File: config.mk
export PLATFORM = sky130hd
export DESIGN_NAME = dma_chan_ctl
export DESIGN_NICKNAME = d
export VERILOG_FILES = /design/src/rtl/dma_chan_ctl.sv
export SDC_FILE = /design/constraint.sdc
export NUM_CORES = 1
export LEC_CHECK = 0
export BUFFER_PORTS_ARGS = -buffer_cell sky130_fd_sc_hd__buf_2
export CORE_MARGIN = 2
export CORE_UTILIZATION = 50
export CTS_CLUSTER_SIZE = 28
export DETAILED_ROUTE_END_ITERATION = 6
export PLACE_DENSITY = 0.8
export SYNTH_ARGS = -nofsm -noshare
export SYNTH_HDL_FRONTEND = slang
export SYNTH_SLANG_ARGS = --single-unit
File: constraint.sdc
create_clock -name clk -period 2.2 [get_ports clk]
set_input_delay 0.11 -clock clk [delete_from_list [all_inputs] [get_ports clk]]
set_output_delay 0.11 -clock clk [all_outputs]
set_load 0.1 [all_outputs]
File: src/rtl/dma_chan_ctl.sv
module dma_chan_ctl (
  input  logic        clk,
  input  logic        rst_n,
  input  logic        sw_wr_en,
  input  logic [31:0] sw_wr_word,
  input  logic        hw_dev_en,
  input  logic [7:0]  hw_dev_mask,
  input  logic [7:0]  hw_dev_val,
  input  logic        hw_branch_set,
  input  logic        dead_in,
  input  logic        active_in,
  input  logic        sel_wr_en,
  input  logic [1:0]  sel_wr_idx,
  input  logic [15:0] sel_wr_data,
  input  logic [1:0]  sel_rd_idx,
  output logic [15:0] ctl_rd,
  output logic [15:0] sel_rd_data,
  output logic        run,
  output logic        pause,
  output logic        flush,
  output logic        wake_pulse,
  output logic        cond_int,
  output logic        cond_branch,
  output logic        cond_wait
);

  logic        run_q, pause_q, flush_q, wake_q, brt_q;
  logic [7:0]  dev_q;
  logic [15:0] sel_q [3];

  logic [15:0] wm, wv;
  logic [7:0]  dev_hw, dev_d;

  assign wm = sw_wr_en ? sw_wr_word[31:16] : 16'h0;
  assign wv = sw_wr_word[15:0];

  assign dev_hw = hw_dev_en ? ((dev_q & ~hw_dev_mask) | (hw_dev_val & hw_dev_mask)) : dev_q;
  assign dev_d  = (dev_hw & ~wm[7:0]) | (wv[7:0] & wm[7:0]);

  always_ff @(posedge clk) begin
    if (!rst_n) begin
      run_q   <= 1'b0;
      pause_q <= 1'b0;
      flush_q <= 1'b0;
      wake_q  <= 1'b0;
      brt_q   <= 1'b0;
      dev_q   <= 8'h0;
    end else begin
      if (wm[15]) run_q   <= wv[15];
      if (wm[14]) pause_q <= wv[14];
      if (wm[13]) flush_q <= wv[13];
      wake_q <= wm[12] & wv[12];
      brt_q  <= wm[8] ? wv[8] : (brt_q | hw_branch_set);
      dev_q  <= dev_d;
    end
  end

  for (genvar i = 0; i < 3; i++) begin : g_sel
    always_ff @(posedge clk) begin
      if (!rst_n)
        sel_q[i] <= 16'h0;
      else if (sel_wr_en && sel_wr_idx == 2'(i))
        sel_q[i] <= sel_wr_data;
    end
  end

  assign sel_rd_data = (sel_rd_idx == 2'd3) ? 16'h0 : sel_q[sel_rd_idx];

  assign ctl_rd = {run_q, pause_q, flush_q, wake_q, dead_in, active_in, 1'b0, brt_q, dev_q};
  assign run        = run_q;
  assign pause      = pause_q;
  assign flush      = flush_q;
  assign wake_pulse = wake_q;

  assign cond_int    = (dev_q & sel_q[0][15:8]) == sel_q[0][7:0];
  assign cond_branch = (dev_q & sel_q[1][15:8]) == sel_q[1][7:0];
  assign cond_wait   = (dev_q & sel_q[2][15:8]) == sel_q[2][7:0];

  p_wake_src_r5: assert property (@(posedge clk) disable iff (!rst_n)
    wake_pulse |-> $past(sw_wr_en && sw_wr_word[28] && sw_wr_word[12]));

  p_wake_drop_r5: assert property (@(posedge clk) disable iff (!rst_n)
    (wake_pulse && !(sw_wr_en && sw_wr_word[28] && sw_wr_word[12])) |=> !wake_pulse);

  p_sw_prio_r7: assert property (@(posedge clk) disable iff (!rst_n)
    sw_wr_en |=> ((ctl_rd[7:0] & $past(sw_wr_word[23:16])) == ($past(sw_wr_word[7:0]) & $past(sw_wr_word[23:16]))));

  p_unmasked_hold_r2: assert property (@(posedge clk) disable iff (!rst_n)
    (sw_wr_en && !hw_dev_en) |=> (((ctl_rd[7:0] ^ $past(ctl_rd[7:0])) & ~$past(sw_wr_word[23:16])) == 8'h0));

  p_branch_keep_r4: assert property (@(posedge clk) disable iff (!rst_n)
    (hw_branch_set && !(sw_wr_en && sw_wr_word[24])) |=> ctl_rd[8]);

  p_sel_ignore_r8: assert property (@(posedge clk) disable iff (!rst_n)
    (sel_wr_en && sel_wr_idx == 2'd3) |=> ($stable(sel_q[0]) && $stable(sel_q[1]) && $stable(sel_q[2])));

endmodule

==> reports/qor.yml, run 1 <==
status:
  status: "completed"
final_layout:
  fin_cells: 490
  final_common_cell: "buf_2"
  fillers: 528
  drive_gt1_share_pct: 32.20
  final_area_um2: 4220
  fin_nets: 484
  final_core_util_pct: 66.85
  final_cell_mix: "buf_2, and2_1, edfxtp_1"
  syn_to_final_growth_pct: 29.73
  n_antenna_cell: 0
timing:
  grt_setup_unrepaired: "no"
  tightest_slew_ns: 0.7653
  setup_viol: 0
  whs_ns: 0.01777
  tns_ns: 0
  slew_headroom_pct: 48.86
  skew_ns: 0
  slew_violations: 0
  finalCritPeriodShare_pct: 92.71
  setup_slack_ns: 0.1604
  fmax_mhz: 490.3
  period_needed_ns: 2.040
  final_hold_viol_count: 0
die:
  core_um2: 6314
  rows: 29
  initial_core_util_pct: 51.53
  die_h_um: 84.66
  die-area_um2: 7167
  io_pins: 115
  die-width_um: 84.66
cts:
  ctsResizeCount: 0
  clk_pin_slew_ns: 0.07
  clock-sinks: 61
  clockRootBuffer: "clkbuf_8"
  cts_tree: "done"
  cts.htree.levels: 3
  numCtsBuffers: 9
  clock_latency_ns: 0.34
  cts_hold_buffers: 1
  post_cts_buffers: 0
  clock_path_buffers: 2
global_route:
  grt_start_max_net_pins: 18
  gr-total-overflow: 0
  grt_pass1_vias: 2740
  grt_util_all_layers_pct: 23.31
  grt_pass1_wl_mm: 12.83
  antenna_found_initial: 0
setup_path:
  crit_start: "sel_q[1][15]"
  crit_fanout: 3
  critPathKind: "flop to output pin"
  ff2ff_setup_slack_ns: 1.48
  startpoint_type: "flop"
  critPathMaxStageDelay_ns: 0.43
  critPathTopFamily: "compound AO/OA/AOI/OAI gates"
  worstSetupEndpointType: "output pin"
  cp_cell_sequence: "a21o_1 > a211oi_1 > and4b_1 > buf_2"
  required_ns: 2.09
  critPathSlowestCell: "edfxtp_1"
  crit_buf_inv: 1
  arrival_ns: 1.93
yosys:
  yosys_most_used_dff: "edfxtp_1"
  avgSynthCellArea_um2: 10.49
  synth.net_count: 386
  ys_types: 30
  synth_area_um2: 3253
  seq_area_frac_synth_pct: 52.31
  ys_ff_latch: 61
  async_flop_share_pct: 0
  synth_edf_count: 48
  ys_warn_count: 0
  syn_inst: 310
detailed_routing:
  drc: 0
  drt_wl_total_mm: 7.998
  postRouteAntennaNets: 0
  vias_per_cell: 5.555
  wl_per_cell_um: 16.32
  drt_pass1_iterations: 4
  num_vias: 2722
  drt_iter0_markers: 179
place:
  numPortBuffers: 103
  dp_cells: 473
  dpl.hpwl_mm: 5.770
  gp_congestion: 0.8541
  post_dp_cell_area_um2: 3995
  place_ws_ns: 0.5571
power:
  power.switching_mw: 1.061
  power.density_nw_per_um2: 772.3
  clkPwrFrac_pct: 31.7
  total_power_mw: 3.259
  vdd_ir_drop_max_v: 0.0004831
  p_int_mw: 2.199
  seqPwrFrac_pct: 43.3
  power.leakage_nw: 1.919
  switching_share_pct: 32.54
  power_frac_comb_pct: 24.9
flow_run:
  drv_cap: 0
min_path:
  hp-class: "input pin to flop"
  worstHoldStart: "sw_wr_word[20]"
routing by layer:
layer  GRT usage (%)  vias up  wire [um]  part of all wire, %
met2           41.73       97       4232                   53
met1           26.67     1301       3093                   39
met5               0        -          0                    0
li1                -     1311          -                    -
met4           10.10        0        137                  1.7
met3           5.113       13        535                  6.7
worst register-to-register path: cells and delay by family, from the launching register on:
family / cells / cell delay [ns]
DFF: 1 / 0.41
AOI/OAI and AO/OA: 1 / 0.14
muxes: 1 / 0.10
area by class of cell:
class / count / area [um2] / area share, %
clock buffer: 14 / 205.2 / 4.862
clock inverter: 2 / 10.01 / 0.2372
inverter: 1 / 3.754 / 0.08894
multi-input combinational: 228 / 1405 / 33.29
sequential: 61 / 1712 / 40.56
tap: 77 / 96.34 / 2.283
timing repair buffer: 107 / 788.3 / 18.68
cells by family (layout without fill, tap and decap cells):
group | after synthesis | in the layout | synth area share (%)
buffers and inverters | 21 | 124 | 4.500
muxes | 24 | 24 | 7.385
other | 1 | 1 | 0.1153
and+or+nand+nor | 129 | 129 | 22.46
DFF | 61 | 61 | 52.31
AOI/OAI and AO/OA | 74 | 74 | 13.23
final timing paths:
kind                 end  cells past startpoint
min reg2reg          run                      2
max          cond_branch                      4
max reg2reg         flop                      2
min                 flop                      3
synthesized netlist by cell type, types with 2 or more instances:
cell type | number | area share [%]
dfxtp_1 | 13 | 8.0
mux2i_1 | 24 | 7.4
and3_1 | 12 | 2.3
buf_2 | 3 | 0.46
o21ai_0 | 25 | 3.8
a21oi_1 | 24 | 3.7
nor2b_1 | 2 | 0.38
o22ai_1 | 3 | 0.58
buf_4 | 11 | 2.5
and4b_1 | 3 | 0.92
nand2_1 | 42 | 4.8
nand3_1 | 10 | 1.5
o22a_1 | 3 | 0.81
a21o_1 | 6 | 1.4
clkbuf_1 | 3 | 0.35
edfxtp_1 | 48 | 44
buf_6 | 3 | 1.0
and2_1 | 48 | 9.2
a21boi_0 | 6 | 1.4
a211oi_1 | 6 | 1.4
and3b_1 | 6 | 1.6
power groups by stage:
| stage | logic, mW | registers [mW] | clock network (mW) |
|---|---|---|---|
| floorplan | 0.468 | 1.52 | 0 |
| global placement | 0.802 | 1.43 | 0 |
| detailed placement | 0.813 | 1.43 | 0 |
| CTS | 0.815 | 1.41 | 1.05 |
| global route | 0.853 | 1.42 | 1.09 |
| finish | 0.813 | 1.41 | 1.03 |
(Power assumes the default switching activity.)
==> run 2, diff against run 1 <==
--- a/config.mk
+++ b/config.mk
@@ -10,7 +10,9 @@
 export CORE_UTILIZATION = 50
 export CTS_CLUSTER_SIZE = 28
 export DETAILED_ROUTE_END_ITERATION = 6
+export GPL_TIMING_DRIVEN = 0
 export PLACE_DENSITY = 0.8
+export SLEW_MARGIN = 20
 export SYNTH_ARGS = -nofsm -noshare
 export SYNTH_HDL_FRONTEND = slang
 export SYNTH_SLANG_ARGS = --single-unit
==> run 2 against run 1 <==
Cell area shrank 3.1%; core utilization decreased by 2.0 points; cell count grew 3.3%; clock-buffer cell count unchanged; clock skew did not move; combinational power down 8.1%; register-to-register slack worse by 0.02 ns; critical path type unchanged; critical endpoint is now cond_int; largest cell class unchanged; largest power group unchanged.
==> reports/qor.yml, run 2 (synthesis results as in run 1) <==
timing:
  tightest_slew_ns: 0.7913  # +0.02604 ns
  skew_ns: 0  # unchanged
  slew_violations: 0  # unchanged
  grt_setup_unrepaired: "no"
  finalCritPeriodShare_pct: 95.01  # +2.3 points
  whs_ns: 0.01170  # -0.006072 ns
  final_hold_viol_count: 0  # unchanged
  period_needed_ns: 2.090  # +0.05070 ns
  setup_viol: 0  # unchanged
  fmax_mhz: 478.4  # -2.4%
  slew_headroom_pct: 47.12  # -1.7 points
die:
  die_h_um: 84.66  # unchanged
  die-width_um: 84.66  # unchanged
  die-area_um2: 7167  # unchanged
  initial_core_util_pct: 51.53  # unchanged
  core_um2: 6314  # unchanged
  rows: 29  # unchanged
  io_pins: 115  # unchanged
final_layout:
  fin_cells: 506  # +3.3%
  syn_to_final_growth_pct: 25.77
  final_common_cell: "buf_2"
  fin_nets: 500  # +3.3%
  drive_gt1_share_pct: 34.50  # +2.3 points
  final_cell_mix: "buf_2, and2_1, edfxtp_1"
  n_antenna_cell: 0  # unchanged
cts:
  clockRootBuffer: "clkbuf_8"
  clock_path_buffers: 2  # unchanged
  ctsResizeCount: 0  # unchanged
  clk_pin_slew_ns: 0.07  # about the same
  clock-sinks: 61  # unchanged
  post_cts_buffers: 0  # unchanged
  cts_tree: "done"
  cts.htree.levels: 3  # unchanged
  clock_latency_ns: 0.34  # about the same
  numCtsBuffers: 9  # unchanged
  cts_hold_buffers: 0  # -1
setup_path:
  worstSetupEndpointType: "output pin"
  crit_fanout: 3  # unchanged
  arrival_ns: 1.98  # +0.05 ns
  critPathKind: "flop to output pin"
  required_ns: 2.09  # about the same
  startpoint_type: "flop"
detailed_routing:
  drt_iter0_markers: 171  # -4.5%
  drc: 0  # unchanged
  wl_per_cell_um: 16.73  # +2.5%
  drt_wl_total_mm: 8.467  # +5.9%
  vias_per_cell: 5.455  # -1.8%
  drt_pass1_iterations: 5  # +1
  postRouteAntennaNets: 0  # unchanged
  num_vias: 2760  # +1.4%
power:
  switching_share_pct: 33.71  # +1.2 points
  vdd_ir_drop_max_v: 0.0004301  # -11%
  p_int_mw: 2.090  # -5.0%
  power.switching_mw: 1.063  # +0.23%
  clkPwrFrac_pct: 31.5  # -0.2 points
  power_frac_comb_pct: 23.7  # -1.2 points
  power.density_nw_per_um2: 770.6  # -0.22%
  seqPwrFrac_pct: 44.8  # +1.5 points
  power.leakage_nw: 1.917  # -0.14%
global_route:
  grt_util_all_layers_pct: 23.86  # +0.55 points
  grt_start_max_net_pins: 17  # -1
  gr-total-overflow: 0  # unchanged
  antenna_found_initial: 0  # unchanged
  grt_pass1_vias: 2659  # -3.0%
  grt_pass1_wl_mm: 12.69  # -1.1%
status:
  status: "completed"
place:
  dp_cells: 490  # +3.6%
  numPortBuffers: 102  # -0.97%
  gp_congestion: 0.8725  # +2.2%
  dpl.hpwl_mm: 6.178  # +7.1%
min_path:
  hp-class: "input pin to flop"
flow_run:
  drv_cap: 0  # unchanged
[run 2: cell count changes in the layout (fill, tap and decap cells not counted), moves of 3 or more]
cell and delta:
clkbuf_1 +3, buf_4 +8, buf_6 +4, buf_2 +18, buf_12 -16
[run 2: routing by layer]
| metal | vias to the layer above | share of wire, % | track usage, % |
|---|---|---|---|
| met4 | 0 | 3.0 | 12.84 |
| met3 | 21 | 6.7 | 5.408 |
| met2 | 111 | 49 | 40.01 |
| li1 | 1344 | - | - |
| met1 | 1284 | 41 | 28.50 |
| met5 | - | 0 | 0 |
[run 2: layout make-up]
cell class | count | area [um2]
Buffer | 20 | 142.6
Clock buffer | 14 | 193.9
Clock inverter | 2 | 12.51
Fill cell | 528 | 2222
Inverter | 1 | 3.754
Multi-Input combinational cell | 228 | 1409
Sequential cell | 61 | 1712
Tap cell | 77 | 96.34
Timing Repair Buffer | 103 | 521.8
[run 2: critical path, cell delays in order (launching register included)]
cell      delay [ns]
edfxtp_1        0.41
a21o_1          0.21
a211oi_1        0.32
and4b_1         0.26
buf_2           0.43
[run 2: power groups by stage]
stage / clock network, mW / registers (mW) / logic (mW)
after CTS: 0.996 / 1.41 / 0.748
after global placement: 0 / 1.43 / 0.731
after global routing: 1.04 / 1.42 / 0.783
final: 0.992 / 1.41 / 0.747
after detailed placement: 0 / 1.43 / 0.746
after floorplan: 0 / 1.52 / 0.468
[run 2: per-stage QoR]
step / TNS, ns / power (mW) / cell area (um2) / setup WS [ns] / util (%)
after floorplan: 0 / 1.984 / 3263 / 0.1674 / -
after global placement: -8.698 / 2.161 / 3870 / -0.5445 / 61.30
after detailed placement: 0 / 2.180 / 3885 / 0.4672 / 61.53
after CTS: 0 / 3.155 / 4091 / 0.09229 / 64.80
after global routing: 0 / 3.251 / 4091 / 0.02866 / 64.80
final: 0 / 3.153 / 4091 / 0.1097 / 64.80
[run 2: path summary, 6_finish.rpt]
| kind | cells past startpoint | slack (ns) | startpoint | endpoint |
|---|---|---|---|---|
| worst min register to register | 2 | 0.47 | run | run |
| worst min-delay path | 3 | 0.01 | sw_wr_word[22] | flop |
| worst max-delay path | 4 | 0.11 | sel_q[0][15] | cond_int |
| worst max register to register | 2 | 1.46 | flop | flop |
